<file path="config.mk">
export PLATFORM = sky130hd
export DESIGN_NAME = pmload_unit
export DESIGN_NICKNAME = d
export VERILOG_FILES = /design/src/rtl/pml_pkg.sv /design/src/rtl/pml_decode.sv /design/src/rtl/pml_ptr_incr.sv /design/src/rtl/pml_lane_sel.sv /design/src/rtl/pmload_unit.sv
export SDC_FILE = /design/constraint.sdc
export NUM_CORES = 1
export LEC_CHECK = 0
export BUFFER_PORTS_ARGS = -buffer_cell sky130_fd_sc_hd__buf_2
export CORE_MARGIN = 3
export CORE_UTILIZATION = 35
export CTS_BUF_LIST = sky130_fd_sc_hd__clkbuf_8 sky130_fd_sc_hd__clkbuf_16
export DETAILED_ROUTE_END_ITERATION = 10
export GPL_ROUTABILITY_DRIVEN = 0
export HOLD_SLACK_MARGIN = 0.15
export PLACE_DENSITY = 0.65
export SLEW_MARGIN = 10
export SYNTH_ARGS = -nofsm -noshare
export SYNTH_HDL_FRONTEND = slang
export SYNTH_HIERARCHICAL = 1
export SYNTH_SLANG_ARGS = --single-unit
</file>
<file path="constraint.sdc">
create_clock -name clk -period 2.6 [get_ports clk]
set_input_delay 0.26 -clock clk [delete_from_list [all_inputs] [get_ports clk]]
set_output_delay 0.26 -clock clk [all_outputs]
set_load 0.05 [all_outputs]
</file>
<file path="src/rtl/pml_pkg.sv">
package pml_pkg;
    localparam int REG_AW = 5;

    typedef enum logic [1:0] {K_NONE, K_IMPL, K_EXPL, K_POST} ld_kind_e;
    typedef enum logic [1:0] {S_IDLE, S_FETCH, S_COMMIT} fsm_e;

    localparam logic [15:0] OP_IMPL      = 16'h95D8;
    localparam logic [15:0] OP_FORM_MASK = 16'hFE0F;
    localparam logic [15:0] OP_EXPL      = 16'h9006;
    localparam logic [15:0] OP_POST      = 16'h9007;
endpackage

</file>
<file path="src/rtl/pml_decode.sv">
module pml_decode
    import pml_pkg::*;
(
    input  logic [15:0]       instr,
    output ld_kind_e          kind,
    output logic [REG_AW-1:0] dest,
    output logic              undef
);
    always_comb begin
        if (instr == OP_IMPL)
            kind = K_IMPL;
        else if ((instr & OP_FORM_MASK) == OP_EXPL)
            kind = K_EXPL;
        else if ((instr & OP_FORM_MASK) == OP_POST)
            kind = K_POST;
        else
            kind = K_NONE;
    end

    // Implied form targets register 0; the others carry a field in bits 8..4.
    assign dest  = (kind == K_IMPL) ? '0 : instr[8:4];
    // Post-increment into the pointer's own registers (30, 31).
    assign undef = (kind == K_POST) && (dest[REG_AW-1:1] == '1);
endmodule

</file>
<file path="src/rtl/pml_ptr_incr.sv">
module pml_ptr_incr #(
    parameter int PAGE_W    = 8,
    parameter int PTR_W     = 16,
    parameter int LANE_BITS = 1,
    localparam int ADDR_W   = PAGE_W + PTR_W
) (
    input  logic [PAGE_W-1:0]           page,
    input  logic [PTR_W-1:0]            ptr,
    output logic [PAGE_W-1:0]           next_page,
    output logic [PTR_W-1:0]            next_ptr,
    output logic [ADDR_W-LANE_BITS-1:0] word_addr,
    output logic [LANE_BITS-1:0]        lane
);
    logic [ADDR_W-1:0] full;
    logic [ADDR_W-1:0] bumped;

    assign full   = {page, ptr};
    // One adder over the whole concatenation: carry crosses into the page.
    assign bumped = full + {{(ADDR_W-1){1'b0}}, 1'b1};

    assign next_page = bumped[ADDR_W-1:PTR_W];
    assign next_ptr  = bumped[PTR_W-1:0];
    assign word_addr = full[ADDR_W-1:LANE_BITS];
    assign lane      = full[LANE_BITS-1:0];
endmodule

</file>
<file path="src/rtl/pml_lane_sel.sv">
module pml_lane_sel #(
    parameter int WORD_W    = 16,
    localparam int LANES    = WORD_W / 8,
    localparam int LANE_BITS = $clog2(LANES)
) (
    input  logic [WORD_W-1:0]    word,
    input  logic [LANE_BITS-1:0] lane,
    output logic [7:0]           byte_out
);
    logic [7:0] lanes [LANES];

    for (genvar g = 0; g < LANES; g++) begin : g_lane
        assign lanes[g] = word[g*8 +: 8];
    end

    assign byte_out = lanes[lane];
endmodule

</file>
<file path="src/rtl/pmload_unit.sv">
module pmload_unit
    import pml_pkg::*;
#(
    parameter int PAGE_W     = 8,
    parameter int PTR_W      = 16,
    parameter int WORD_W     = 16,
    localparam int ADDR_W    = PAGE_W + PTR_W,
    localparam int LANE_BITS = $clog2(WORD_W / 8),
    localparam int WADDR_W   = ADDR_W - LANE_BITS
) (
    input  logic               clk,
    input  logic               rst_n,
    input  logic               start,
    input  logic [15:0]        instr,
    input  logic [PAGE_W-1:0]  page_in,
    input  logic [PTR_W-1:0]   ptr_in,
    output logic               accept,
    output logic               busy,
    output logic               mem_rd_en,
    output logic [WADDR_W-1:0] mem_word_addr,
    input  logic [WORD_W-1:0]  mem_rd_data,
    output logic               rf_we,
    output logic [REG_AW-1:0]  rf_waddr,
    output logic [7:0]         rf_wdata,
    output logic               ptr_we,
    output logic [PAGE_W-1:0]  page_out,
    output logic [PTR_W-1:0]   ptr_out,
    output logic               pc_adv,
    output logic               undef_flag
);
    fsm_e              state, state_nx;
    ld_kind_e          dec_kind, kind_q;
    logic [REG_AW-1:0] dec_dest, dest_q;
    logic              dec_undef, undef_q;
    logic [PAGE_W-1:0] page_q;
    logic [PTR_W-1:0]  ptr_q;
    logic [LANE_BITS-1:0] lane_q;
    logic [WADDR_W-1:0]   waddr_q;

    pml_decode u_dec (
        .instr (instr),
        .kind  (dec_kind),
        .dest  (dec_dest),
        .undef (dec_undef)
    );

    pml_ptr_incr #(.PAGE_W(PAGE_W), .PTR_W(PTR_W), .LANE_BITS(LANE_BITS)) u_inc (
        .page      (page_q),
        .ptr       (ptr_q),
        .next_page (page_out),
        .next_ptr  (ptr_out),
        .word_addr (waddr_q),
        .lane      (lane_q)
    );

    pml_lane_sel #(.WORD_W(WORD_W)) u_lane (
        .word     (mem_rd_data),
        .lane     (lane_q),
        .byte_out (rf_wdata)
    );

    assign accept = (state == S_IDLE) && start && (dec_kind != K_NONE);

    always_comb begin
        unique case (state)
            S_IDLE:   state_nx = accept ? S_FETCH : S_IDLE;
            S_FETCH:  state_nx = S_COMMIT;
            S_COMMIT: state_nx = S_IDLE;
            default:  state_nx = S_IDLE;
        endcase
    end

    // State register plus the operand latch taken on accept.
    always_ff @(posedge clk or negedge rst_n) begin
        if (!rst_n) begin
            state   <= S_IDLE;
            kind_q  <= K_NONE;
            dest_q  <= '0;
            undef_q <= 1'b0;
            page_q  <= '0;
            ptr_q   <= '0;
        end else begin
            state <= state_nx;
            if (accept) begin
                kind_q  <= dec_kind;
                dest_q  <= dec_dest;
                undef_q <= dec_undef;
                page_q  <= page_in;
                ptr_q   <= ptr_in;
            end
        end
    end

    always_comb begin
        busy          = 1'b0;
        mem_rd_en     = 1'b0;
        rf_we         = 1'b0;
        ptr_we        = 1'b0;
        pc_adv        = 1'b0;
        undef_flag    = 1'b0;
        mem_word_addr = waddr_q;
        rf_waddr      = dest_q;
        unique case (state)
            S_IDLE: ;
            S_FETCH: begin
                busy      = 1'b1;
                mem_rd_en = 1'b1;
            end
            S_COMMIT: begin
                rf_we      = 1'b1;
                pc_adv     = 1'b1;
                undef_flag = undef_q;
                // Loaded data wins on the undefined case; pointer held.
                ptr_we     = (kind_q == K_POST) && !undef_q;
            end
            default: ;
        endcase
    end

    a_r10_busy_single: assert property (@(posedge clk) disable iff (!rst_n)
        busy |=> (!busy && pc_adv));
    a_r7_pc_after_busy: assert property (@(posedge clk) disable iff (!rst_n)
        pc_adv |-> $past(busy));
    a_r8_undef_blocks_ptr: assert property (@(posedge clk) disable iff (!rst_n)
        undef_flag |-> (rf_we && !ptr_we));
    a_r3_ptr_plus_one: assert property (@(posedge clk) disable iff (!rst_n)
        ptr_we |-> ({page_out, ptr_out} == ADDR_W'($past({page_in, ptr_in}, 2) + ADDR_W'(1))));
    a_r1_implied_r0: assert property (@(posedge clk) disable iff (!rst_n)
        (rf_we && $past(accept && (instr == OP_IMPL), 2)) |-> (rf_waddr == '0));
    a_r9_no_accept_no_read: assert property (@(posedge clk) disable iff (!rst_n)
        (!busy && !accept && !pc_adv) |=> !busy);
endmodule

</file>
# ---- Word-level counts from Yosys, hierarchy flattened
# Cells that the tools add are included.
dict set report classes {
  n_addsub 1
  magnitude_cmp 1
  n_eq_ne 9
  n_mux 13
  bitwise_logic 1
  n_reduce_logical 7
}
# operator n
set ops {}
lappend ops {{$add A24 B1 Y24 const B} 1}
lappend ops {{$mux W8} 3}
lappend ops {{$eq A11 B11 Y1 const B} 2}
lappend ops {{$eq A16 B16 Y1 const B} 1}
lappend ops {{$eq A2 B2 Y1 const B} 3}
lappend ops {{$mux W2} 3}
lappend ops {{$mux W1} 5}
lappend ops {{$mux W5} 1}
lappend ops {{$eq A2 B1 Y1 const B} 2}
lappend ops {{$eq A4 B4 Y1 const B} 1}
lappend ops {{$logic_and A1 B1 Y1} 4}
lappend ops {{$pmux W2 S2} 1}
lappend ops {{$ge A2 B2 Y1 const B} 1}
lappend ops {{$logic_not A2 Y1} 1}
lappend ops {{$not A1 Y2} 1}
lappend ops {{$reduce_bool A2 Y1} 1}
lappend ops {{$logic_not A1 Y1} 1}
dict set report word_totals {
  regBits 34
  output_inout_bits 67
}

# ---- Longest topological paths before layout
# Gate-level depths: netlist of run 1.
dict set report depth {
  word_depth 8
  depth_mapped 7
  ltp_nobuf 6
}

# ---- Hierarchy
# The synthesis of run 1 kept the hierarchy.
# module n_inst cells_per_inst area_per_inst_um2 seq_area_each_um2
set modules_own_cells {}
lappend modules_own_cells {pmload_unit 1 79 1325.0 850.8}
lappend modules_own_cells {pml_ptr_incr 1 82 589.3 0.0}
lappend modules_own_cells {pml_decode 1 18 136.4 0.0}
lappend modules_own_cells {pml_lane_sel 1 9 131.4 0.0}

# ---- Worst setup path before layout of run 1
# No wires, ideal clock.
dict set report synth_path {
  path_type {in2reg}
  from {input instr[2]}
  to {register page_q[0]}
  setup_ns 0.125
  t_arrival_ns 2.231
  required_ns 2.475
  slack_ns 0.245
  stages 7
  path_buffers 1
  path_cell_list {or4b_4 nor3_4 o21a_1 nor2_1 nor4b_4 buf_6 mux2_2}
}
dict set report synth_between {
  elab_chain_cells 6
  word_cells_on_any_way 8
  cone_classes {3 x eq/ne; 3 x mux; 2 x reduce/logical}
}
# item line
set synth_rtl {}
lappend synth_rtl {{start, declared} pmload_unit.sv:14} ;# input logic [15:0] instr,
lappend synth_rtl {{$eq A11 B11 Y1} pml_decode.sv:14} ;# else if ((instr & OP_FORM_MASK) == OP_POST)
lappend synth_rtl {{$mux W2} pml_decode.sv:14}
lappend synth_rtl {{$mux W2} pml_decode.sv:12} ;# else if ((instr & OP_FORM_MASK) == OP_EXPL)
lappend synth_rtl {{$mux W2 (*)} pml_decode.sv:10} ;# if (instr == OP_IMPL)
lappend synth_rtl {{named net dec_kind[0]} pmload_unit.sv:32} ;# ld_kind_e dec_kind, kind_q;
lappend synth_rtl {{$reduce_bool A2 Y1 (*)} pmload_unit.sv:62} ;# assign accept = (state == S_IDLE) && start && (dec_kind != K_NONE);
lappend synth_rtl {{$logic_and A1 B1 Y1 (*)} pmload_unit.sv:62}
lappend synth_rtl {{named net accept} pmload_unit.sv:17} ;# output logic accept,
lappend synth_rtl {{end signal, assigned} pmload_unit.sv:88} ;# page_q <= page_in;
lappend synth_rtl {{end, declared} pmload_unit.sv:35} ;# logic [PAGE_W-1:0] page_q;
# Mark *: on every way through the listed nets, which the timed path passes. The rest lies on a longest branch.
# A chain may end at the register's enable or synchronous reset.

# ---- Worst setup path in the final report of run 1
dict set report layout_path {
  from {input instr[2]}
  to {output accept}
}
dict set report layout_between {
  elab_chain_cells 6
  word_cells_on_any_way 8
  cone_classes {3 x eq/ne; 3 x mux; 2 x reduce/logical}
}
# item line
set layout_rtl {}
lappend layout_rtl {{$eq A11 B11 Y1} pml_decode.sv:14}
lappend layout_rtl {{$mux W2} pml_decode.sv:14}
lappend layout_rtl {{$mux W2} pml_decode.sv:12}
lappend layout_rtl {{$mux W2 (*)} pml_decode.sv:10}
lappend layout_rtl {{named net dec_kind[0]} pmload_unit.sv:32}
lappend layout_rtl {{$reduce_bool A2 Y1 (*)} pmload_unit.sv:62}
lappend layout_rtl {{$logic_and A1 B1 Y1 (*)} pmload_unit.sv:62}
lappend layout_rtl {{end, declared} pmload_unit.sv:17}
# Marks and branches as above.

==> run_results.csv, run 1 <==
group,metric,value,unit
run_status,status,"finished, final reports clean",
sta,hold_viol_final,0,
power_and_ir_drop,clockPowerShare,0.343,
sta,worst_pin_slew,0.760,ns
synth,synth_nets,248,
detailed_routing,ant_nets,0,
synth,synthArstFlopShare,1.00,
power_and_ir_drop,switchingPower,337,µW
detailed_routing,wl,4820,µm
setup_path,crit_type,"input port to primary output",
sta,max_slew_margin,0.494,
global_routing,track_usage,0.136,
cells_and_area,diodes,0,
setup_path,cp_data_required_time,2.34,ns
power_and_ir_drop,p_leak,1.59,nW
die,die_area,7220,µm²
power_and_ir_drop,p_per_area,418,nW/µm²
clock_tree,clk_root_buffer_cell,"clkbuf_8",
die,ios,126,
cells_and_area,area_delta_synth_final,28.1,%
sta,clock_skew,0.00406,ns
synth,synth_cell_types,33,
detailed_routing,num_vias,1755,
detailed_routing,route.detailed.drc,0,
synth,synth.avg_cell_area,11.6,µm²
clock_tree,cts_max_path_buffers,2,
synth,synth_ff_type,"dfrtp_1",
clock_tree,cts_made_buffers,5,
synth,yosysMostFrequentCell,"dfrtp_1",
cells_and_area,layout-drive-gt1-share,0.614,
die,fp.dieW,85.0,µm
global_routing,grt_max_degree,35,
synth,seq_area_frac_synth,0.390,
cells_and_area,nNetsFinal,354,
placement,io_buffer_count,125,
synth,yosys-top-cells-area,"dfrtp_1 39%, mux2_2 16%, buf_4 8.9%, xnor2_1 7.2%, mux2_4 5.5%",
detailed_routing,dr.pass1.iters,4,
setup_path,worstSetupStartpointType,"input port",
clock_tree,cts_htree_levels,2,
die,rows,28,
sta,rsz0062_at_grt,"no",
detailed_routing,detail_route.wl_per_cell,13.0,µm
clock_tree,tritoncts,"yes",
synth,ys_ff_latch,34,
power_and_ir_drop,vdd_drop_max,0.000242,V
global_routing,grt_remaining_overflow,0,
clock_tree,cts.sinks,34,
synth,synth_edf_count,0,
global_routing,grt_pass1_vias,1764,
min_path,worstHoldPathType,"input port to register",
power_and_ir_drop,power_frac_seq,0.473,
synth,yosysWarnings,6,
synth,synth_area_leader_cell,"dfrtp_1",
sta,slew_viol_final,0,
synth,postSynthCellCount,188,
sta,fmax,409,MHz
clock_tree,clk_pin_slew,0.07,ns
sta,setup_tns,0,ns
synth,syn_area,2180,µm²
power_and_ir_drop,p_comb_frac,0.184,
sta,period_needed,2.44,ns
setup_path,worstSetupEndpointType,"primary output",
sta,setup_viol,0,
synth,synthTopCellsByCount,"34 x dfrtp_1, 31 x mux2_2, 26 x buf_4, 18 x xnor2_1, 9 x nand3_1",
sta,whs,0.202,ns
setup_path,cp_max_fo,14,
global_routing,grt_pass1_wl,8020,µm
die,die_h,85.0,µm
die,core,5990,µm²
detailed_routing,via_per_inst,4.74,
setup_path,worstPathArrival,2.18,ns
clock_tree,clk_latency,0.28,ns
synth,yosysTopAreaCellShare,0.390,
power_and_ir_drop,p_int,830,µW
flow_run,cap_violations,0,
detailed_routing,drt-initial-drc-count,33,
die,initial_core_util,0.364,
power_and_ir_drop,switching_share,0.289,
sta,timing.final.crit_share,0.940,
global_routing,grt_antenna_before_repair,0,
placement,dpl.hpwl,3900,µm
[cells in the final DEF (no fill, tap or decap), types with 2 or more instances in the layout]
cell      netlist  final
nor2b_1         2      2
and2_1          4      4
nor2_1          4      4
xor2_1          4      4
nand3_1         9      9
nand4_1         7      7
buf_4          26      5
mux2_4          8      8
buf_2           1    125
nor3_4          2      2
a21boi_1        3      3
and4_1          3      3
nand2_1         8      8
clkbuf_8        0      6
and3_1          5      5
dfrtp_1        34     34
xnor2_1        18     18
mux2_2         31     31
[stage by stage]
| stage | instance area (µm²) | setup slack [ns] | std cells | total power, mW | util |
|---|---|---|---|---|---|
| 2_1_floorplan | 2180 | 0.245 | 188 | 0.713 | - |
| 3_3_place_gp | 2690 | 0.153 | 361 | 0.775 | 0.449 |
| 3_5_place_dp | 2690 | 0.141 | 361 | 0.778 | 0.449 |
| 4_1_cts | 2800 | 0.130 | 370 | 1.19 | 0.467 |
| 5_1_grt | 2800 | 0.00521 | 370 | 1.22 | 0.467 |
| 6_report | 2800 | 0.156 | 370 | 1.17 | 0.467 |
[flip-flops by register name, indices dropped and copies added (netlist names)]
signal	flops
rf_waddr	5
ptr_q	16
kind_q	2
undef_q	1
state	2
page_q	8
[cell families after synthesis]
family,share of synthesized area
multiplexers,0.220
XOR/XNOR,0.0883
AND/OR/NAND/NOR,0.163
buffers and inverters,0.116
AO/OA/AOI/OAI,0.0172
flip-flops,0.390
adder cells (fa/ha/maj),0.00573
[cell type report]
class,count,area [µm²]
clock buffers,6,82.6
clock inverters,2,12.5
fillers,582,3200
inverters,1,3.75
multi-input cells,121,1080
flip-flops and latches,34,851
well taps,75,93.8
repair buffers,131,673
[worst max-delay path, cell delays in order]
cell     delay [ns]
buf_2          0.10
or4b_4         0.54
nor3_4         0.24
o21a_1         0.18
nor2_1         0.08
nor4b_4        0.22
buf_4          0.26
buf_2          0.30
[routing by layer]
layer | up-vias | GRT usage | wire length [µm]
met2 | 77 | 0.235 | 2370
met3 | 7 | 0.0291 | 433
met1 | 822 | 0.166 | 1950
met4 | 0 | 0.0518 | 71
li1 | 849 | - | -
met5 | - | 0 | 0
[power groups by stage]
stage          clock network, mW  registers (mW)  logic [mW]
2_1_floorplan                  0           0.566       0.147
3_3_place_gp                   0           0.562       0.213
3_5_place_dp                   0           0.562       0.216
4_1_cts                    0.425           0.552       0.218
5_1_grt                    0.440           0.554       0.229
6_report                   0.401           0.552       0.214
[repair_timing]
item	in CTS	in global routing
gates resized for setup	0	0
endpoints found under the hold margin	34	0
setup buffers	0	0
hold buffers	1	0
[path summary, 6_finish.rpt]
path / startpoint / endpoint / slack [ns] / cells past startpoint
max reg2reg: state[0] / rf_waddr[2] / 1.09 / 3
min reg2reg: rf_waddr[4] / rf_waddr[4] / 0.50 / 1
max: instr[2] / accept / 0.16 / 8
min in group asynchronous: rst_n / ptr_q[14] / 0.58 / 2
max in group asynchronous: rst_n / rf_waddr[0] / 1.54 / 2
min: ptr_in[12] / ptr_q[12] / 0.20 / 2
Power figures use the tool's default switching activity.
==> run 2, diff against run 1 <==
==> constraint.sdc (replaced) <==
create_clock -name clk -period 2.6 [get_ports clk]
set_input_delay 0.39 -clock clk [delete_from_list [all_inputs] [get_ports clk]]
set_output_delay 0.39 -clock clk [all_outputs]
set_load 0.05 [all_outputs]
==> run 2 against run 1 <==
Effect of this change:
- first-iteration DRC count is 15% higher
- global-route usage shrank 0.21 points
- combinational power about the same
- hold slack worse by 0.032 ns
- clock-buffer cell count down 1
- fmax is 2.3% lower
- flip-flop and latch count did not move
- via count decreased by 0.23%
- highest routed layer unchanged
- routed wire length up 1.2%
- largest power group unchanged
- die area stayed put
==> run_results.csv, run 2 (synthesis gave the netlist of run 1 again) <==
group,metric,value,unit
detailed_routing,via_per_inst,4.68,
cells_and_area,area_delta_synth_final,30.7,%
flow_run,cap_violations,0,
global_routing,grt_pass1_wl,7860,µm
clock_tree,clk_pin_slew,0.07,ns
sta,max_slew_margin,0.502,
global_routing,grt_max_degree,35,
global_routing,grt_antenna_before_repair,0,
power_and_ir_drop,power_frac_seq,0.447,
detailed_routing,detail_route.wl_per_cell,13.0,µm
cells_and_area,regMostFlops,"ptr_q",
die,ios,126,
sta,hold_viol_final,0,
clock_tree,clk_latency,0.28,ns
sta,setup_tns,0,ns
detailed_routing,drt-initial-drc-count,38,
die,rows,28,
global_routing,track_usage,0.134,
die,die_h,85.0,µm
setup_path,crit_type,"input port to primary output",
die,core,5990,µm²
cells_and_area,final_cell_mix,"124 x buf_2, 34 x dfrtp_1, 31 x mux2_2",
global_routing,grt_remaining_overflow,0,
cells_and_area,largest_reg_flops,16,
placement,dpl.hpwl,3980,µm
clock_tree,cts.sinks,34,
cells_and_area,layout-drive-gt1-share,0.622,
min_path,worstHoldPathType,"input port to asynchronous set/reset pin",
setup_path,cpMostUsedCell,"buf_2",
detailed_routing,wl,4880,µm
sta,timing.final.crit_share,0.962,
power_and_ir_drop,p_per_area,433,nW/µm²
clock_tree,tritoncts,"yes",
power_and_ir_drop,clockPowerShare,0.380,
sta,slew_viol_final,0,
clock_tree,clk_root_buffer_cell,"clkbuf_8",
setup_path,worstPathArrival,2.11,ns
die,initial_core_util,0.364,
power_and_ir_drop,vdd_drop_max,0.000267,V
cells_and_area,diodes,0,
power_and_ir_drop,switching_share,0.273,
setup_path,cp_max_fo,3,
sta,fin_ws,0.0995,ns
clock_tree,ctsHoldBuffers,0,
clock_tree,cts_max_path_buffers,2,
sta,rsz0062_at_grt,"no",
detailed_routing,num_vias,1751,
cells_and_area,stdcell_count,374,
setup_path,path_depth,8,
sta,worst_pin_slew,0.746,ns
setup_path,worstSetupStartpointType,"input port",
detailed_routing,route.detailed.drc,0,
setup_path,crit_buf_inv,3,
power_and_ir_drop,p_leak,1.63,nW
run_status,status,"finished, final reports clean",
setup_path,worst_path_max_delay_cell,"or4b_4",
detailed_routing,dr.pass1.iters,4,
cells_and_area,nNetsFinal,358,
sta,clock_skew,0.00598,ns
placement,dp_cells,364,
setup_path,path_cells,"buf_2 > or4b_4 > nor3_4 > o21a_1 > nor2_1 > nor4b_4 > buf_4 > buf_2",
die,fp.dieW,85.0,µm
power_and_ir_drop,p_int,899,µW
cells_and_area,final_common_cell,"buf_2",
power_and_ir_drop,switchingPower,337,µW
setup_path,worstSetupEndpointType,"primary output",
detailed_routing,ant_nets,0,
sta,period_needed,2.50,ns
clock_tree,cts_htree_levels,2,
die,die_area,7220,µm²
setup_path,path_delay_family,"simple AND/OR/NAND/NOR gates",
setup_path,rr_worst_depth,3,
placement,io_buffer_count,125,
placement,place_ws,0.0865,ns
setup_path,critPathMaxStageDelay,0.54,ns
setup_path,cp_data_required_time,2.21,ns
clock_tree,cts_made_buffers,5,
global_routing,grt_pass1_vias,1705,
power_and_ir_drop,p_comb_frac,0.173,
sta,setup_viol,0,
sta,fmax,400,MHz
[run 2: cell count changes in the layout (fill, tap and decap cells not counted)]
cell	previous run	this run
clkinvlp_4	1	0
dlygate4sd3_1	1	0
clkbuf_8	6	5
buf_4	5	10
bufinv_16	0	1
clkinv_2	1	2
buf_2	125	124
buf_12	0	1
[run 2: layout make-up]
cell class	count	area, µm²
Fill cell	606	3140
Multi-Input combinational cell	121	1080
Sequential cell	34	851
Timing Repair Buffer	135	716
Tap cell	75	93.8
Clock buffer	5	68.8
Clock inverter	3	40.0
Inverter	1	3.75
[run 2: power by group through the flow]
stage | sequential [mW] | clock (mW) | combinational (mW)
global route | 0.554 | 0.512 | 0.228
CTS | 0.552 | 0.490 | 0.216
floorplan | 0.566 | 0 | 0.147
finish | 0.552 | 0.470 | 0.214
global placement | 0.562 | 0 | 0.213
detailed placement | 0.562 | 0 | 0.216
[run 2: worst paths after layout]
check                                 end  slack, ns  startpoint
worst max register to register   ptr_q[5]       1.09    state[0]
worst min-delay path            page_q[2]       0.17       rst_n
worst max-delay path               accept        0.1    instr[2]
max in group asynchronous        ptr_q[7]       1.96       rst_n
worst min register to register  kind_q[1]       0.51   kind_q[1]
min in group clk                page_q[3]       0.33  page_in[3]
[run 2: metal layers]
layer,vias to the layer above,track usage,wire length (µm)
met5,-,0,0
met4,0,0.0302,20
met3,2,0.0456,452
met2,76,0.229,2400
met1,820,0.164,2000
li1,853,-,-
[run 2: stage by stage]
stage / power (mW) / cell area, µm² / util / hold slack, ns
finish: 1.24 / 2850 / 0.476 / 0.169
floorplan: 0.713 / 2180 / - / 0.0944
CTS: 1.26 / 2820 / 0.471 / 0.196
global route: 1.29 / 2850 / 0.476 / 0.220
detailed placement: 0.778 / 2710 / 0.453 / 0.500
global placement: 0.775 / 2710 / 0.453 / 0.488
[run 2: timing repair]
| item | in CTS | in global routing |
|---|---|---|
| gates resized for setup | 0 | 2 |
| setup endpoints to repair | 0 | 3 |
| buffers inserted | 0 | 2 |
==> run 3, diff against run 2 <==
- CORE_UTILIZATION: 35 -> 44
- PLACE_DENSITY: 0.65 -> unset
- PLACE_DENSITY_LB_ADDON: unset -> 0.1
==> run 3 against run 2 <==
Effect of this change:
- register-to-register slack about the same
- first-iteration DRC count increased by 29%
- flip-flop and latch count unchanged
- fmax increased by 1.2%
- via count decreased by 1.6%
- global-route usage increased by 4.9 points
- sequential power about the same
- final area decreased by 1.6%
- setup slack improved by 0.031 ns
- clock skew decreased by 0.0041 ns
- critical endpoint unchanged
- largest power group unchanged
==> run_results.csv, run 3 (synthesis gave the netlist of run 1 again) <==
group,metric,value,unit
setup_path,cp_max_fo,4,
sta,worst_pin_slew,0.758,ns
detailed_routing,num_vias,1723,
setup_path,cp_data_required_time,2.21,ns
clock_tree,clk_pin_slew,0.06,ns
clock_tree,cts_max_path_buffers,2,
placement,dpl.hpwl,4270,µm
cells_and_area,final_common_cell,"buf_2",
global_routing,grt_use_met1,0.227,
cells_and_area,diodes,0,
setup_path,worstPathArrival,2.08,ns
global_routing,busiest_layer,"met2",
power_and_ir_drop,clockPowerShare,0.326,
global_routing,grt_remaining_overflow,0,
global_routing,use_met3,0.0674,
power_and_ir_drop,power_frac_seq,0.484,
global_routing,grt_max_degree,35,
sta,setup_tns,0,ns
cells_and_area,area_delta_synth_final,28.6,%
sta,slew_viol_final,0,
die,die_h,76.4,µm
cells_and_area,layout-drive-gt1-share,0.623,
sta,timing.final.crit_share,0.950,
setup_path,r2r_setup_slack,1.08,ns
setup_path,crit_type,"input port to primary output",
power_and_ir_drop,vdd_drop_max,0.000276,V
clock_tree,ctsHoldBuffers,0,
setup_path,critPathMaxStageDelay,0.54,ns
detailed_routing,route.detailed.drc,0,
global_routing,gr-usage-met2,0.308,
die,core,4560,µm²
clock_tree,cts_made_buffers,5,
power_and_ir_drop,p_comb_frac,0.190,
cells_and_area,final_cell_mix,"122 x buf_2, 33 x dfrtp_1, 31 x mux2_2",
setup_path,timing.rr.start,"state[0]",
setup_path,worst_path_max_delay_cell,"or4b_4",
clock_tree,clk_latency,0.27,ns
sta,setup_viol,0,
setup_path,rr_worst_depth,4,
run_status,status,"finished, final reports clean",
clock_tree,tritoncts,"yes",
power_and_ir_drop,p_int,821,µW
global_routing,track_usage,0.183,
sta,hold_viol_final,0,
sta,max_slew_margin,0.494,
power_and_ir_drop,power,1.14,mW
detailed_routing,detail_route.wl_per_cell,14.5,µm
placement,dpl_cell_area,2720,µm²
global_routing,grt_antenna_before_repair,0,
detailed_routing,ant_nets,0,
die,die_area,5840,µm²
power_and_ir_drop,switching_share,0.280,
clock_tree,cts.sinks,34,
power_and_ir_drop,p_leak,1.61,nW
cells_and_area,final_area,2810,µm²
clock_tree,cts_htree_levels,2,
setup_path,path_cells,"buf_2 > or4b_4 > nor3_4 > o21a_1 > nor2_1 > nor4b_4 > buf_4 > clkbuf_4",
global_routing,grt_pass1_wl,8630,µm
flow_run,cap_violations,0,
setup_path,worstSetupStartpointType,"input port",
detailed_routing,dr.pass1.iters,4,
detailed_routing,wl,5230,µm
detailed_routing,via_per_inst,4.76,
detailed_routing,drt-initial-drc-count,49,
sta,fmax,405,MHz
sta,period_needed,2.47,ns
power_and_ir_drop,p_per_area,407,nW/µm²
die,rows,24,
clock_tree,clk_root_buffer_cell,"clkbuf_8",
power_and_ir_drop,switchingPower,320,µW
sta,clock_skew,0.00188,ns
die,fp.dieW,76.4,µm
sta,rsz0062_at_grt,"no",
setup_path,timing.rr.end,"ptr_q[4]",
die,ios,126,
cells_and_area,largest_reg_flops,16,
setup_path,worstSetupEndpointType,"primary output",
placement,io_buffer_count,125,
cells_and_area,fill_cells,413,
min_path,worstHoldPathType,"input port to asynchronous set/reset pin",
global_routing,grt_pass1_vias,1742,
cells_and_area,regMostFlops,"ptr_q",
die,initial_core_util,0.478,
cells_and_area,nNetsFinal,358,
[run 3: how the worst max path moves through the flow]
stage | from | to | slack (ns)
6_report | instr[2] | accept | 0.13
3_3_place_gp | instr[2] | accept | 0.10
3_5_place_dp | instr[2] | accept | 0.08
4_1_cts | instr[2] | accept | 0.08
5_1_grt | instr[2] | accept | 0.02
2_1_floorplan | instr[2] | page_q[0] | 0.11
[run 3: critical path, delay by kind of cell]
family | cells | cell delay [ns]
simple gates | 4 | 1.02
buf+inv | 3 | 0.51
compound gates | 1 | 0.16
[run 3: stage by stage]
stage,std cells,setup slack (ns),util,hold WS (ns)
finish,362,0.130,0.615,0.185
global route,362,0.0211,0.615,0.231
CTS,362,0.0833,0.613,0.200
detailed placement,356,0.0827,0.595,0.495
global placement,356,0.101,0.595,0.489
floorplan,188,0.115,-,0.0944
[run 3: layout make-up]
cell class                 count  area [µm²]  share of cell area
clock buffer                   6        82.6              0.0294
inverter                       1        3.75             0.00134
multi-input combinational    121        1080               0.384
sequential                    34         852               0.304
tap                           65        81.3              0.0290
timing repair buffer         135         708               0.252
[run 3: layer usage]
metal  vias up  wire length (µm)
met4         0                26
met1       790              2190
met3         4               452
li1        850                 -
met5         -                 0
met2        79              2560
[run 3: power by group through the flow]
stage / Sequential (mW) / Clock (mW) / Combinational [mW]
after global placement: 0.562 / 0 / 0.217
after CTS: 0.552 / 0.388 / 0.219
after global routing: 0.554 / 0.416 / 0.231
final: 0.552 / 0.372 / 0.217
after floorplan: 0.566 / 0 / 0.147
after detailed placement: 0.562 / 0 / 0.218
[run 3: repair_timing]
item,in CTS,in global routing
setup buffers,0,0
gates resized for setup,0,5
setup endpoints to repair,0,3
